## src/rtl/dgs_pkg.sv

```systemverilog
package dgs_pkg;

    typedef enum logic [1:0] {
        ST_IDLE = 2'd0,
        ST_SKEW = 2'd1,
        ST_WAIT = 2'd2,
        ST_CONV = 2'd3
    } seq_state_e;

    localparam int NUM_GRP    = 2;
    localparam int ERR_W      = 3;
    localparam int ERR_OVS    = 0;
    localparam int ERR_NORISE = 1;
    localparam int ERR_LONG   = 2;

endpackage

```

## src/rtl/dgs_sync.sv

```systemverilog
module dgs_sync #(
    parameter int STAGES = 2
) (
    input  logic clk,
    input  logic rst_n,
    input  logic async_i,
    output logic rise_o,
    output logic fall_o
);
    // STAGES synchronizer flops plus one history flop
    localparam int DEPTH = STAGES + 1;

    logic [DEPTH-1:0] sh_d, sh_q;

    always_comb begin
        sh_d = {sh_q[DEPTH-2:0], async_i};
    end

    always_ff @(posedge clk or negedge rst_n) begin
        if (!rst_n) sh_q <= '0;
        else        sh_q <= sh_d;
    end

    assign rise_o =  sh_q[STAGES-1] & ~sh_q[STAGES];
    assign fall_o = ~sh_q[STAGES-1] &  sh_q[STAGES];
endmodule

```

## src/rtl/dgs_pulse.sv

```systemverilog
module dgs_pulse #(
    parameter int PW_W = 8
) (
    input  logic            clk,
    input  logic            rst_n,
    input  logic            fire_i,
    input  logic [PW_W-1:0] width_i,
    output logic            line_o
);
    typedef struct packed {
        logic            line;
        logic [PW_W-1:0] cnt;
    } pulse_t;

    pulse_t p_d, p_q;

    always_comb begin
        p_d = p_q;
        if (fire_i) begin
            p_d.line = 1'b1;
            p_d.cnt  = (width_i == '0) ? PW_W'(1) : width_i;
        end else if (p_q.line) begin
            if (p_q.cnt <= PW_W'(1)) p_d.line = 1'b0;
            else                     p_d.cnt  = p_q.cnt - PW_W'(1);
        end
    end

    always_ff @(posedge clk or negedge rst_n) begin
        if (!rst_n) p_q <= '0;
        else        p_q <= p_d;
    end

    assign line_o = p_q.line;
endmodule

```

## src/rtl/dual_group_sampler.sv

```systemverilog
module dual_group_sampler
    import dgs_pkg::*;
#(
    parameter int SKEW_W      = 16,
    parameter int PW_W        = 8,
    parameter int TO_W        = 16,
    parameter int SYNC_STAGES = 2
) (
    input  logic              clk,
    input  logic              rst_n,
    input  logic              start_req,
    input  logic              ovs_en,
    input  logic [SKEW_W-1:0] skew_cfg,
    input  logic [PW_W-1:0]   pulse_cfg,
    input  logic [TO_W-1:0]   rise_tmo_cfg,
    input  logic [TO_W-1:0]   conv_max_cfg,
    input  logic              adc_busy,
    output logic              conv_a,
    output logic              conv_b,
    output logic              seq_active,
    output logic              done_pulse,
    output logic [ERR_W-1:0]  err_flags
);
    localparam int GA = 0;
    localparam int GB = 1;

    typedef struct packed {
        seq_state_e        state;
        logic [SKEW_W-1:0] skew_cnt;
        logic [TO_W-1:0]   wcnt;
        logic [PW_W-1:0]   pw;
        logic [ERR_W-1:0]  err;
        logic              done;
    } regs_t;

    localparam regs_t REGS_RST = '{
        state:    ST_IDLE,
        skew_cnt: '0,
        wcnt:     '0,
        pw:       '0,
        err:      '0,
        done:     1'b0
    };

    regs_t r_d, r_q;

    logic [NUM_GRP-1:0] fire;
    logic [NUM_GRP-1:0] line;
    logic [PW_W-1:0]    width_sel [NUM_GRP];
    logic               busy_rise, busy_fall;
    logic               lines_low;

    dgs_sync #(.STAGES(SYNC_STAGES)) u_busy_sync (
        .clk     (clk),
        .rst_n   (rst_n),
        .async_i (adc_busy),
        .rise_o  (busy_rise),
        .fall_o  (busy_fall)
    );

    // Group A always fires from idle; group B may fire later from the latched width.
    assign width_sel[GA] = pulse_cfg;
    assign width_sel[GB] = (r_q.state == ST_IDLE) ? pulse_cfg : r_q.pw;

    for (genvar g = 0; g < NUM_GRP; g++) begin : g_line
        dgs_pulse #(.PW_W(PW_W)) u_pulse (
            .clk     (clk),
            .rst_n   (rst_n),
            .fire_i  (fire[g]),
            .width_i (width_sel[g]),
            .line_o  (line[g])
        );
    end

    assign lines_low = (line == '0);

    always_comb begin
        r_d      = r_q;
        r_d.done = 1'b0;
        fire     = '0;
        unique case (r_q.state)
            ST_IDLE: begin
                if (start_req && lines_low) begin
                    if (ovs_en) begin
                        r_d.err[ERR_OVS] = 1'b1;
                    end else begin
                        fire[GA] = 1'b1;
                        r_d.pw   = pulse_cfg;
                        if (skew_cfg == '0) begin
                            fire[GB]  = 1'b1;
                            r_d.state = ST_WAIT;
                            r_d.wcnt  = '0;
                        end else begin
                            r_d.state    = ST_SKEW;
                            r_d.skew_cnt = skew_cfg;
                        end
                    end
                end
            end
            ST_SKEW: begin
                if (r_q.skew_cnt <= SKEW_W'(1)) begin
                    fire[GB]  = 1'b1;
                    r_d.state = ST_WAIT;
                    r_d.wcnt  = '0;
                end else begin
                    r_d.skew_cnt = r_q.skew_cnt - SKEW_W'(1);
                end
            end
            ST_WAIT: begin
                if (busy_rise) begin
                    r_d.state = ST_CONV;
                    r_d.wcnt  = '0;
                end else if (r_q.wcnt >= rise_tmo_cfg) begin
                    r_d.err[ERR_NORISE] = 1'b1;
                    r_d.state           = ST_IDLE;
                end else begin
                    r_d.wcnt = r_q.wcnt + TO_W'(1);
                end
            end
            ST_CONV: begin
                if (busy_fall) begin
                    r_d.done  = 1'b1;
                    r_d.state = ST_IDLE;
                end else if (({1'b0, r_q.wcnt} + (TO_W+1)'(1)) >= {1'b0, conv_max_cfg}) begin
                    r_d.err[ERR_LONG] = 1'b1;
                    r_d.state         = ST_IDLE;
                end else begin
                    r_d.wcnt = r_q.wcnt + TO_W'(1);
                end
            end
            default: r_d.state = ST_IDLE;
        endcase
    end

    always_ff @(posedge clk or negedge rst_n) begin
        if (!rst_n) r_q <= REGS_RST;
        else        r_q <= r_d;
    end

    assign conv_a     = line[GA];
    assign conv_b     = line[GB];
    assign seq_active = (r_q.state != ST_IDLE);
    assign done_pulse = r_q.done;
    assign err_flags  = r_q.err;
endmodule

```

## config.mk

```make
export PLATFORM = sky130hd
export DESIGN_NAME = dual_group_sampler
export DESIGN_NICKNAME = d
export VERILOG_FILES = /design/src/rtl/dgs_pkg.sv /design/src/rtl/dgs_sync.sv /design/src/rtl/dgs_pulse.sv /design/src/rtl/dual_group_sampler.sv
export SDC_FILE = /design/constraint.sdc
export NUM_CORES = 1
export LEC_CHECK = 0
export ABC_AREA = 0
export ABC_CLOCK_PERIOD_IN_PS = 5800
export BUFFER_PORTS_ARGS = -buffer_cell sky130_fd_sc_hd__buf_2
export CORE_UTILIZATION = 35
export DETAILED_ROUTE_END_ITERATION = 8
export MAX_ROUTING_LAYER = met4
export PLACE_DENSITY = 0.57
export SLEW_MARGIN = 20
export SYNTH_ARGS = -nofsm -noshare
export SYNTH_HDL_FRONTEND = slang
export SYNTH_SLANG_ARGS = --single-unit
```

## constraint.sdc

```tcl
create_clock -name clk -period 5.8 [get_ports clk]
set_input_delay 0.29 -clock clk [delete_from_list [all_inputs] [get_ports clk]]
set_output_delay 0.29 -clock clk [all_outputs]
set_load 0.05 [all_outputs]
```

==> impl_metrics.tcl <==
set metrics [dict create \
    insertion_delay_ns 0.33 \
    area_delta_synth_final_pct 17.0 \
    grt_pass1_vias 4133 \
    synth-simple-area-share 0.196 \
    p_sw_frac 0.427 \
    dr.pass1.iters 5 \
    cp_common_cell "ha_1" \
    dpl.hpwl_um 8750 \
    yosys.cell_count.top_type "dfrtp_1" \
    h-tree-depth 3 \
    ys_async_sr_fraction 1.00 \
    ys.flop_type "dfrtp_1" \
    worst_pin_slew_ns 1.03 \
    cts.sinks 67 \
    die-width_um 117 \
    netlist-cell-type-count 61 \
    fin_nets 705 \
    fin_crit_sh 0.682 \
    path_delay_family "compound AO/OA/AOI/OAI gates" \
    startpoint_type "flop" \
    clkPwrFrac 0.231 \
    synth-compound-area-share 0.222 \
    synth_nets 645 \
    synth-seq-cells 67 \
    ctsHoldBuffers 0 \
    rows 41 \
    cp_max_fo 27 \
    synth_edf_count 0 \
    hold_slack_ns 0.0689 \
    worst_hold_path_type "in -> reg" \
    slew_violations 0 \
    p_leak_uw 0.00263 \
    grt_max_degree 68 \
    drc 0 \
    crit_path_end_kind "flop" \
    initial_core_util 0.364 \
    critPathRequiredTime_ns 6.02 \
    synth.top_cells.by_area "dfrtp_1, ha_1, o21ai_0" \
    coreArea_um2 12800 \
    path_buf_inv 0 \
    maxCapViolations 0 \
    final_layout_size_suffix_gt1_frac 0.162 \
    critPathSlowestCell "or3b_1" \
    die_h_um 117 \
    clockRootBuffer "clkbuf_16" \
    wl_per_cell_um 15.1 \
    seq_area_frac_synth 0.361 \
    avgViaCountPerCell 5.34 \
    layout_min_cycle_time_ns 3.95 \
    dr.first_iter.drc_count 219 \
    synth_largest_area_cell "dfrtp_1" \
    postSynthCellCount 545 \
    cp.arrival_ns 4.17 \
    grt-ovfl-total 0 \
    p_switching_uw 1050 \
    grtUsageTotal 0.194 \
    synth_fa_ha_area_frac 0.105 \
    yosys_warnings 0 \
    cts_buffers 9 \
    wl_um 11800 \
    gp_congestion 0.833 \
    post_cts_resized 0 \
    crit_type "reg -> reg" \
    ir_worst_vdd_v 0.000238 \
    maxSlewHeadroom 0.312 \
    critPathMaxStageDelay_ns 0.49 \
    antenna_found_initial 0 \
    final.setup.tns_ns 0 \
    synth_top_cell_area_share 0.361 \
    fmax_mhz 253 \
    netlist_area_um2 4640 \
    p_per_area_nw_per_um2 451 \
    n_antenna_cell 0 \
    status "complete, no violations" \
    clk_pin_slew_ns 0.06 \
    nFillCells 1286 \
    num_io_pins 68 \
    setup_viol 0 \
    seqPwrFrac 0.335 \
    synthXorXnorAreaFrac 0.0377 \
    avgSynthCellArea_um2 8.52 \
    grt_pass1_wl_um 20000 \
    synth_top_family_by_area "compound AO/OA/AOI/OAI gates" \
    rsz0062_at_grt "false" \
    cts_setup_buffers 0 \
    portBuffers 67 \
    final-hold-violation-count 0 \
    drtAntennaViolNets 0 \
    cts_max_path_buffers 2 \
    cts_tree "done" \
    crit_path_cell_trace "ha_1 > nand3_1 > or3b_1 > nor2_1 > xor2_1 > ha_1 > a21o_1 > a21oi_1 > o41ai_1 > a211oi_1 > a21oi_4 > nor2_4 > mux2_2" \
    synth_commonest_cells "dfrtp_1, nand2_1, inv_1" \
    synthMuxAreaShare 0.0183 \
    dieArea_um2 13700 \
    internal-power_uw 1400 \
    vias 4175 \
    final_cell_area_um2 5430 \
    post_dp_cell_area_um2 5120 \
    combinationalPowerShare 0.434 \
    skew_ns 0.00530 \
]
==> worst reg2reg max path: stages (launching register included) <==
cell and delay [ns]:
dfrtp_1 0.45, ha_1 0.22, nand3_1 0.16, or3b_1 0.50
nor2_1 0.23, xor2_1 0.17, ha_1 0.25, a21o_1 0.18
a21oi_1 0.15, o41ai_1 0.10, a211oi_1 0.49, a21oi_4 0.31
nor2_4 0.26, mux2_2 0.35
==> path summary, 6_finish.rpt <==
path / startpoint / to / slack (ns) / depth (start not counted)
min in group asynchronous: rst_n / g_line[0].u_pulse.p_q[4]$_DFFE_PN0P_ / 0.14 / 2
setup reg to reg: r_q[12]$_DFFE_PN0P_ / r_q[12]$_DFFE_PN0P_ / 1.85 / 13
hold reg to reg: u_busy_sync.sh_q[0]$_DFF_PN0_ / u_busy_sync.sh_q[1]$_DFF_PN0_ / 0.35 / 0
setup / recovery: r_q[12]$_DFFE_PN0P_ / r_q[12]$_DFFE_PN0P_ / 1.85 / 13
hold / removal: adc_busy / u_busy_sync.sh_q[0]$_DFF_PN0_ / 0.07 / 1
max in group asynchronous: rst_n / g_line[1].u_pulse.p_q[5]$_DFFE_PN0P_ / 5.07 / 2
==> cells by family (layout without fill, tap and decap cells) <==
family,Yosys count,after routing
XOR/XNOR,20,20
flip-flops,67,67
AND/OR/NAND/NOR,182,182
adder cells (fa/ha/maj),39,39
multiplexers,8,8
AO/OA/AOI/OAI,159,159
buffers and inverters,70,135
==> power groups by stage <==
stage               registers [µW]  logic (µW)  clock network, µW
floorplan                      782         810                  0
global placement               815        1030                  0
detailed placement             821        1060                  0
CTS                            815        1070                574
global route                   851        1210                596
finish                         820        1060                566
==> layout by cell type (no fill, tap or decap), types with 3 or more instances in the layout <==
cell type,instances
ha_1,39
o211ai_1,6
mux2i_1,4
clkbuf_1,3
a21o_1,8
a22oi_1,5
a211oi_1,3
clkbuf_8,3
a21oi_1,41
nand3_1,16
nor3_1,14
inv_1,49
nand2b_1,16
o21a_1,3
dfrtp_1,67
xnor2_1,10
o311ai_0,4
o31a_1,4
and3_1,6
nor3b_1,3
nand2_1,51
xor2_1,10
o21ai_0,44
nor4_1,11
or4_1,3
nor2_1,39
mux2_2,4
o31ai_1,13
nand4_1,8
buf_2,67
a32oi_1,3
clkbuf_16,9
==> flip-flops by register name (all words and copies together) (netlist names) <==
| name | flops |
|---|---|
| u_busy_sync.sh_q | 3 |
| g_line.u_pulse.line_o | 2 |
| g_line.u_pulse.p_q | 16 |
| err_flags | 3 |
| r_q | 42 |
| done_pulse | 1 |
==> per-layer routing <==
metal | vias up | track usage | wire [µm]
met5 | - | - | 0
met4 | 0 | 0.0515 | 117
met3 | 12 | 0.0469 | 641
met2 | 98 | 0.305 | 5660
met1 | 1975 | 0.249 | 5370
li1 | 2090 | - | -
==> area by class of cell <==
type                            count  area (µm²)  area share
Clock buffer                       15         278      0.0511
Clock inverter                      1        30.0     0.00553
Inverter                           50         188      0.0345
Multi-Input combinational cell    408        2700       0.496
Sequential cell                    67        1680       0.309
Tap cell                          172         215      0.0396
Timing Repair Buffer               69         350      0.0645
==> stage by stage <==
stage                     std cells  total power [µW]  setup WS [ns]  utilization
after detailed placement        766              1880           1.89        0.401
after global placement          766              1850           1.99        0.401
after CTS                       782              2460           1.87        0.425
after global routing            782              2660           1.59        0.425
final                           782              2450           1.85        0.425
after floorplan                 545              1590           2.44            -
No activity file was read; power rests on OpenSTA's default activity.
